--- config.mk ---
export PLATFORM = sky130hd
export DESIGN_NAME = egpio_regblock
export DESIGN_NICKNAME = d
export VERILOG_FILES = /design/src/rtl/egpio_pkg.sv /design/src/rtl/egpio_sync.sv /design/src/rtl/egpio_edge_cell.sv /design/src/rtl/egpio_regblock.sv
export SDC_FILE = /design/constraint.sdc
export NUM_CORES = 1
export LEC_CHECK = 0
export ABC_AREA = 1
export BUFFER_PORTS_ARGS = -buffer_cell sky130_fd_sc_hd__buf_2
export CAP_MARGIN = 20
export CORE_MARGIN = 10
export CORE_UTILIZATION = 55
export CTS_BUF_LIST = sky130_fd_sc_hd__clkbuf_4
export CTS_CLUSTER_DIAMETER = 30
export DETAILED_ROUTE_END_ITERATION = 8
export GPL_ROUTABILITY_DRIVEN = 0
export PLACE_DENSITY = 0.82
export RECOVER_POWER = 25
export SYNTH_ARGS = -nofsm -noshare
export SYNTH_HDL_FRONTEND = slang
export SYNTH_SLANG_ARGS = --single-unit
export TNS_END_PERCENT = 10
--- constraint.sdc ---
create_clock -name clk -period 2.3 [get_ports clk]
set_input_delay 0.23 -clock clk [delete_from_list [all_inputs] [get_ports clk]]
set_output_delay 0.23 -clock clk [all_outputs]
set_load 0.005 [all_outputs]
--- src/rtl/egpio_pkg.sv ---
package egpio_pkg;
  localparam int unsigned ADDR_W = 3;
  localparam logic [ADDR_W-1:0] OFF_DIR  = 3'd0;
  localparam logic [ADDR_W-1:0] OFF_DATA = 3'd1;
  localparam logic [ADDR_W-1:0] OFF_TRIG = 3'd3;
  localparam logic [ADDR_W-1:0] OFF_STAT = 3'd4;

  // Visible status for one input: field[1] gates rising, field[0] gates falling
  function automatic logic stat_bit(input logic [1:0] field, input logic rise_f,
                                    input logic fall_f);
    return (field[1] & rise_f) | (field[0] & fall_f);
  endfunction

  // Next value of a pending flag: clear loses against a fresh edge
  function automatic logic next_flag(input logic cur, input logic clr, input logic ev);
    return (cur & ~clr) | ev;
  endfunction
endpackage

--- src/rtl/egpio_sync.sv ---
module egpio_sync #(
  parameter int unsigned W = 8
) (
  input  logic         clk,
  input  logic         rst_n,
  input  logic [W-1:0] d,
  output logic [W-1:0] q
);
  logic [W-1:0] meta;

  always_ff @(posedge clk or negedge rst_n) begin
    if (!rst_n) begin
      meta <= '0;
      q    <= '0;
    end else begin
      meta <= d;
      q    <= meta;
    end
  end
endmodule

--- src/rtl/egpio_edge_cell.sv ---
module egpio_edge_cell
  import egpio_pkg::*;
(
  input  logic clk,
  input  logic rst_n,
  input  logic lvl,
  input  logic clr,
  output logic rise_ev,
  output logic fall_ev,
  output logic rise_pend,
  output logic fall_pend
);
  logic prev;

  assign rise_ev = lvl & ~prev;
  assign fall_ev = ~lvl & prev;

  always_ff @(posedge clk or negedge rst_n) begin
    if (!rst_n) begin
      prev      <= 1'b0;
      rise_pend <= 1'b0;
      fall_pend <= 1'b0;
    end else begin
      prev      <= lvl;
      rise_pend <= next_flag(rise_pend, clr, rise_ev);
      fall_pend <= next_flag(fall_pend, clr, fall_ev);
    end
  end
endmodule

--- src/rtl/egpio_regblock.sv ---
module egpio_regblock
  import egpio_pkg::*;
#(
  parameter int unsigned NPINS = 8,
  parameter int unsigned NOUT  = 4
) (
  input  logic              clk,
  input  logic              rst_n,
  input  logic [ADDR_W-1:0] addr,
  input  logic              wr_en,
  input  logic [NPINS-1:0]  wr_data,
  output logic [NPINS-1:0]  rd_data,
  input  logic [NPINS-1:0]  pin_in,
  output logic [NPINS-1:0]  pin_out,
  output logic [NPINS-1:0]  pin_oe,
  output logic              irq
);
  localparam int unsigned NIN = NPINS - NOUT;
  localparam int unsigned TW  = 2 * NIN;
  localparam logic [NPINS-1:0] DIR_RST = {{NIN{1'b0}}, {NOUT{1'b1}}};

  logic [NPINS-1:0] dir_q;
  logic [NOUT-1:0]  dout_q;
  logic [TW-1:0]    trig_q;
  logic [NPINS-1:0] pin_sync;
  logic [NIN-1:0]   clr_mask;
  logic [NIN-1:0]   rise_ev, fall_ev, rise_pend, fall_pend;
  logic [NIN-1:0]   stat_vis;
  logic [NPINS-1:0] stat_rd;

  egpio_sync #(.W(NPINS)) sync_i (
    .clk(clk), .rst_n(rst_n), .d(pin_in), .q(pin_sync)
  );

  assign clr_mask = (wr_en && addr == OFF_STAT) ? wr_data[NIN-1:0] : '0;

  for (genvar i = 0; i < NIN; i++) begin : g_in
    egpio_edge_cell cell_i (
      .clk(clk), .rst_n(rst_n), .lvl(pin_sync[NOUT+i]), .clr(clr_mask[i]),
      .rise_ev(rise_ev[i]), .fall_ev(fall_ev[i]),
      .rise_pend(rise_pend[i]), .fall_pend(fall_pend[i])
    );
    assign stat_vis[i] = stat_bit(trig_q[2*i+1 -: 2], rise_pend[i], fall_pend[i]);
  end

  assign stat_rd = {{NOUT{1'b0}}, stat_vis};
  assign irq     = |stat_vis;

  always_ff @(posedge clk or negedge rst_n) begin
    if (!rst_n) begin
      dir_q  <= DIR_RST;
      dout_q <= '0;
      trig_q <= '0;
    end else if (wr_en) begin
      case (addr)
        OFF_DIR:  dir_q  <= wr_data;
        OFF_DATA: dout_q <= wr_data[NOUT-1:0];
        OFF_TRIG: trig_q <= wr_data[TW-1:0];
        default:  ;
      endcase
    end
  end

  always_comb begin
    case (addr)
      OFF_DIR:  rd_data = dir_q;
      OFF_DATA: rd_data = pin_sync;
      OFF_TRIG: rd_data = NPINS'(trig_q);
      OFF_STAT: rd_data = stat_rd;
      default:  rd_data = '0;
    endcase
  end

  assign pin_oe  = {{NIN{1'b0}}, dir_q[NOUT-1:0]};
  assign pin_out = {{NIN{1'b0}}, dout_q & dir_q[NOUT-1:0]};
endmodule

# ---- Yosys cells after proc, flatten, opt, wreduce, memory -nomap -nowiden
# Cells that the tools add are included.
dict set report totals {
  inputBits 22
  output_inout_bits 25
  ff_bits 48
}
dict set report classes {
  n_mux 2
  n_bitwise 49
  n_reduce_logical 6
  n_eq_ne 3
}
# op n
set op_table {}
lappend op_table {{$pmux 8 s4} 1}
lappend op_table {{$and 1x1->1} 24}
lappend op_table {{$not 1->1} 12}
lappend op_table {{$or 1x1->1} 12}
lappend op_table {{$reduce_and 2->1} 3}
lappend op_table {{$and 4x4->4} 1}
lappend op_table {{$mux 4} 1}
lappend op_table {{$reduce_or 4->1} 1}
lappend op_table {{$eq 3x1->1 const B} 1}
lappend op_table {{$eq 3x2->1 const B} 1}
lappend op_table {{$eq 3x3->1 const B} 1}
lappend op_table {{$logic_not 3->1} 1}
lappend op_table {{$logic_and 1x1->1} 1}

# ---- Logic depth before layout (Yosys ltp)
dict set report logic_depth {
  ltp_word 6
  ltp_mapped 7
  ltp_nobuf 6
}

# ---- Hierarchy
# Synthesis repeated with hierarchy kept, for this count alone.
dict set report unflattened {
  cells_unflattened 262
  area_unflattened_um2 2203.4
}
# module cells_per_inst instances area_per_inst_um2 seq_area_each_um2
set by_module_without_submodules {}
lappend by_module_without_submodules {egpio_regblock 190 1 1337.5 505.5}
lappend by_module_without_submodules {egpio_edge_cell 14 4 116.4 75.1}
lappend by_module_without_submodules {egpio_sync 16 1 400.4 400.4}

# ---- Worst setup path after synthesis
# Ideal clock, no wire load.
dict set report synth_path {
  kind {in2out}
  from {input addr[1]}
  to {output rd_data[0]}
  setup_slack_ns 1.246
  stages 6
  arrival_ns 0.824
  n_path_buf 1
  path_cell_list {buf_6 > nor2_8 > nand2_1 > nor2_1 > nor2_1 > nand2_1}
}
dict set report synth_via {
  elab_chain_cells 2
  word_cells_on_any_way 5
}
# element line
set synth_lines {}
lappend synth_lines {{start, declared} egpio_regblock.sv:9} ;# input logic [ADDR_W-1:0] addr,
lappend synth_lines {{$eq 3x3->1, or another cell as far along} egpio_regblock.sv:65} ;# case (addr)
lappend synth_lines {{$pmux 8 s4 *} egpio_regblock.sv:65}
lappend synth_lines {{end, declared} egpio_regblock.sv:12} ;# output logic [NPINS-1:0] rd_data,
# Mark *: on every way between the ends. The rest lies on a longest branch, timed or not.

# ---- Worst setup path after layout
dict set report layout_path {
  from {input addr[0]}
  to {output rd_data[0]}
}
# The elaborated chain is that of the path after synthesis.

==> results.py <==
metrics = {
    "pwr": {
        "p_leak_uw": 0.00130,
        "p_sw_frac": 0.265,
        "clkPwrFrac": 0.260,
        "intPower_uw": 1280,
        "power_density_nw_per_um2": 716,
        "ir_drop_mv": 0.481,
        "combPwrFrac": 0.165,
        "power.switching_uw": 461,
        "seqPwrFrac": 0.575,
    },
    "setup_path": {
        "ff2ff_setup_slack_ns": 1.43,
        "ff2ff_path_depth": 2,
        "cp_data_required_time_ns": 2.07,
        "cpMaxStageDelayCell": "nor2_1",
        "crit_buf_inv": 2,
        "arrival_ns": 1.63,
        "cpPeakStageDelay_ns": 0.61,
        "cp_max_fo": 10,
        "path_class": "in -> out",
        "cp-end-kind": "output port",
        "crit_path_cell_trace": "buf_2 > nor2_1 > nand2_1 > nor2_1 > nor2_1 > nand2_1 > buf_2",
        "critPathMostFrequentCell": "nor2_1",
        "crit_family": "simple AND/OR/NAND/NOR gates",
        "worstSetupStartpointType": "input pin",
        "rr_startpoint": "dir_q[1]$_DFFE_PN1P_",
        "r2r-end": "dir_q[1]$_DFFE_PN1P_",
    },
    "detailed_routing": {
        "dr_total_vias": 1644,
        "totalWireLength_um": 4490,
        "maxUsedRoutingLayer": "met4",
        "routedWlPerCell_um": 13.5,
        "met1_length_um": 1880,
        "wl_met2_um": 2180,
        "wl_met3_um": 368,
        "via_per_inst": 4.94,
        "drt_iter0_drc": 112,
        "drc": 0,
        "ant_nets": 0,
        "drtPass1Iterations": 4,
    },
    "run": {
        "max_cap_violations": 0,
    },
    "grt": {
        "grt_max_degree": 49,
        "grt_pass1_wl_um": 7390,
        "track_usage": 0.141,
        "antenna_found_initial": 0,
        "overflow": 0,
        "grt_pass1_vias": 1649,
    },
    "finish": {
        "n_antenna_cell": 0,
        "fin_util": 0.654,
        "mostFrequentLayoutCells": "nand2_1, dfrtp_1, buf_2",
        "syn_to_final_growth_pct": 13.3,
        "fin_nets": 308,
        "final_cells": 333,
        "drive_gt1_frac": 0.214,
        "layout_commonest_cell": "nand2_1",
    },
    "floorplan": {
        "dieArea_um2": 6800,
        "io_pins": 47,
        "start_util": 0.577,
        "die_h_um": 82.5,
        "core_area_um2": 3720,
        "rows": 22,
        "die_w_um": 82.5,
    },
    "clock_network": {
        "post_cts_buffers": 0,
        "htree_levels": 2,
        "clk_latency_ns": 0.35,
        "cts_tree": "yes",
        "cts_buffers": 5,
        "clockBufferDepth": 2,
        "ctsHoldBuffers": 9,
        "cts_sinks": 48,
        "cts_root_buf": "clkbuf_4",
        "cts_resized": 0,
        "path_clk_slew_ns": 0.12,
    },
    "placement": {
        "dpl_worst_slack_ns": 0.733,
        "port_buffers": 38,
        "dpl.hpwl_um": 3340,
        "numPlacedInstances": 318,
    },
    "logic_synthesis": {
        "synthesis.area_um2": 2150,
        "synth_seq_area_share": 0.562,
        "synth_cell_types": 20,
        "syn_inst": 241,
        "avgSynthCellArea_um2": 8.90,
        "ys_warn_count": 0,
        "ys_ff_latch": 48,
    },
    "sta": {
        "fmax_mhz": 537,
        "fin_worst_skew_ns": 0.00198,
        "finalSetupViolCount": 0,
        "worstMarginPinSlew_ns": 0.778,
        "slew_violations": 0,
        "worst_slack_ns": 0.439,
        "finalCriticalPeriod_ns": 1.86,
        "max-slew-margin-rel": 0.479,
        "hold_ws_ns": 0.0838,
        "period_share": 0.809,
        "hold_violations": 0,
        "grt_setup_unrepaired": "no",
        "setup_tns_ns": 0,
    },
    "hold_path": {
        "hp-class": "in -> reg",
        "worstHoldStart": "wr_data[7]",
        "hold_end": "trig_q[7]$_DFFE_PN0P_",
        "hold_depth": 3,
    },
    "outcome": {
        "outcome": "complete, no violations",
    },
}
[cells by family (layout without fill, tap and decap cells)]
family	Yosys count	after routing	share of synthesized area
DFF	48	48	0.562
buffers and inverters	45	82	0.114
other	1	8	0.00175
and+or+nand+nor	127	127	0.267
AOI/OAI and AO/OA	20	20	0.0548
[per-layer routing]
layer,vias to the layer above,GRT usage
met5,-,0
met4,0,0.0578
met3,5,0.0497
met2,48,0.238
met1,770,0.160
li1,821,-
[power by group through the flow]
stage          sequential (uW)  clock, uW  combinational (uW)
2_1_floorplan             1000          0                 201
3_3_place_gp              1010          0                 272
3_5_place_dp              1020          0                 280
4_1_cts                   1000        466                 294
5_1_grt                   1010        500                 330
6_report                  1000        452                 288
[sequential cells by signal (all words and copies together), names as in the netlist]
register,count
g_in.cell_i.fall_pend,4
dout_q,4
g_in.cell_i.prev,4
sync_i.q,8
trig_q,8
sync_i.meta,8
g_in.cell_i.rise_pend,4
dir_q,8
[worst min-delay path, delay by kind of cell]
family	cells	cell delay, ns
AND/OR/NAND/NOR	2	0.09
buffers and inverters	1	0.09
[how the worst max path moves through the flow]
stage                        from          to  slack (ns)  cells past startpoint
after floorplan           addr[1]  rd_data[0]        1.25                      6
after global placement    addr[2]  rd_data[7]        0.76                      7
after detailed placement  addr[2]  rd_data[6]        0.73                      7
after CTS                 addr[2]  rd_data[7]        0.72                      7
after global routing      addr[0]  rd_data[1]        0.31                      7
final                     addr[0]  rd_data[0]        0.44                      7
[metrics by stage]
| step | power [uW] | area (um^2) |
|---|---|---|
| after CTS | 1760 | 2450 |
| after floorplan | 1200 | 2170 |
| after detailed placement | 1300 | 2290 |
| after global placement | 1290 | 2290 |
| after global routing | 1840 | 2430 |
| final | 1740 | 2430 |
[cells in the mapped netlist, drive strengths merged]
master	n	area (um^2)
conb	1	3.75
nand2	86	330
buf	17	140
o211ai	4	30.0
dfstp	4	105
nor2	20	106
dfrtp	44	1100
or2	4	25.0
o21ai	16	87.6
inv	28	105
nand4	11	68.8
nand3	6	42.5
[area by class of cell]
class	count	area, um^2
clock buffer	5	37.5
multi-input combinational	155	704
sequential	48	1210
inverter	28	105
clock inverter	1	30.0
timing repair buffer	48	288
tap	48	60.1
fill	324	1280
(Power assumes the default switching activity.)
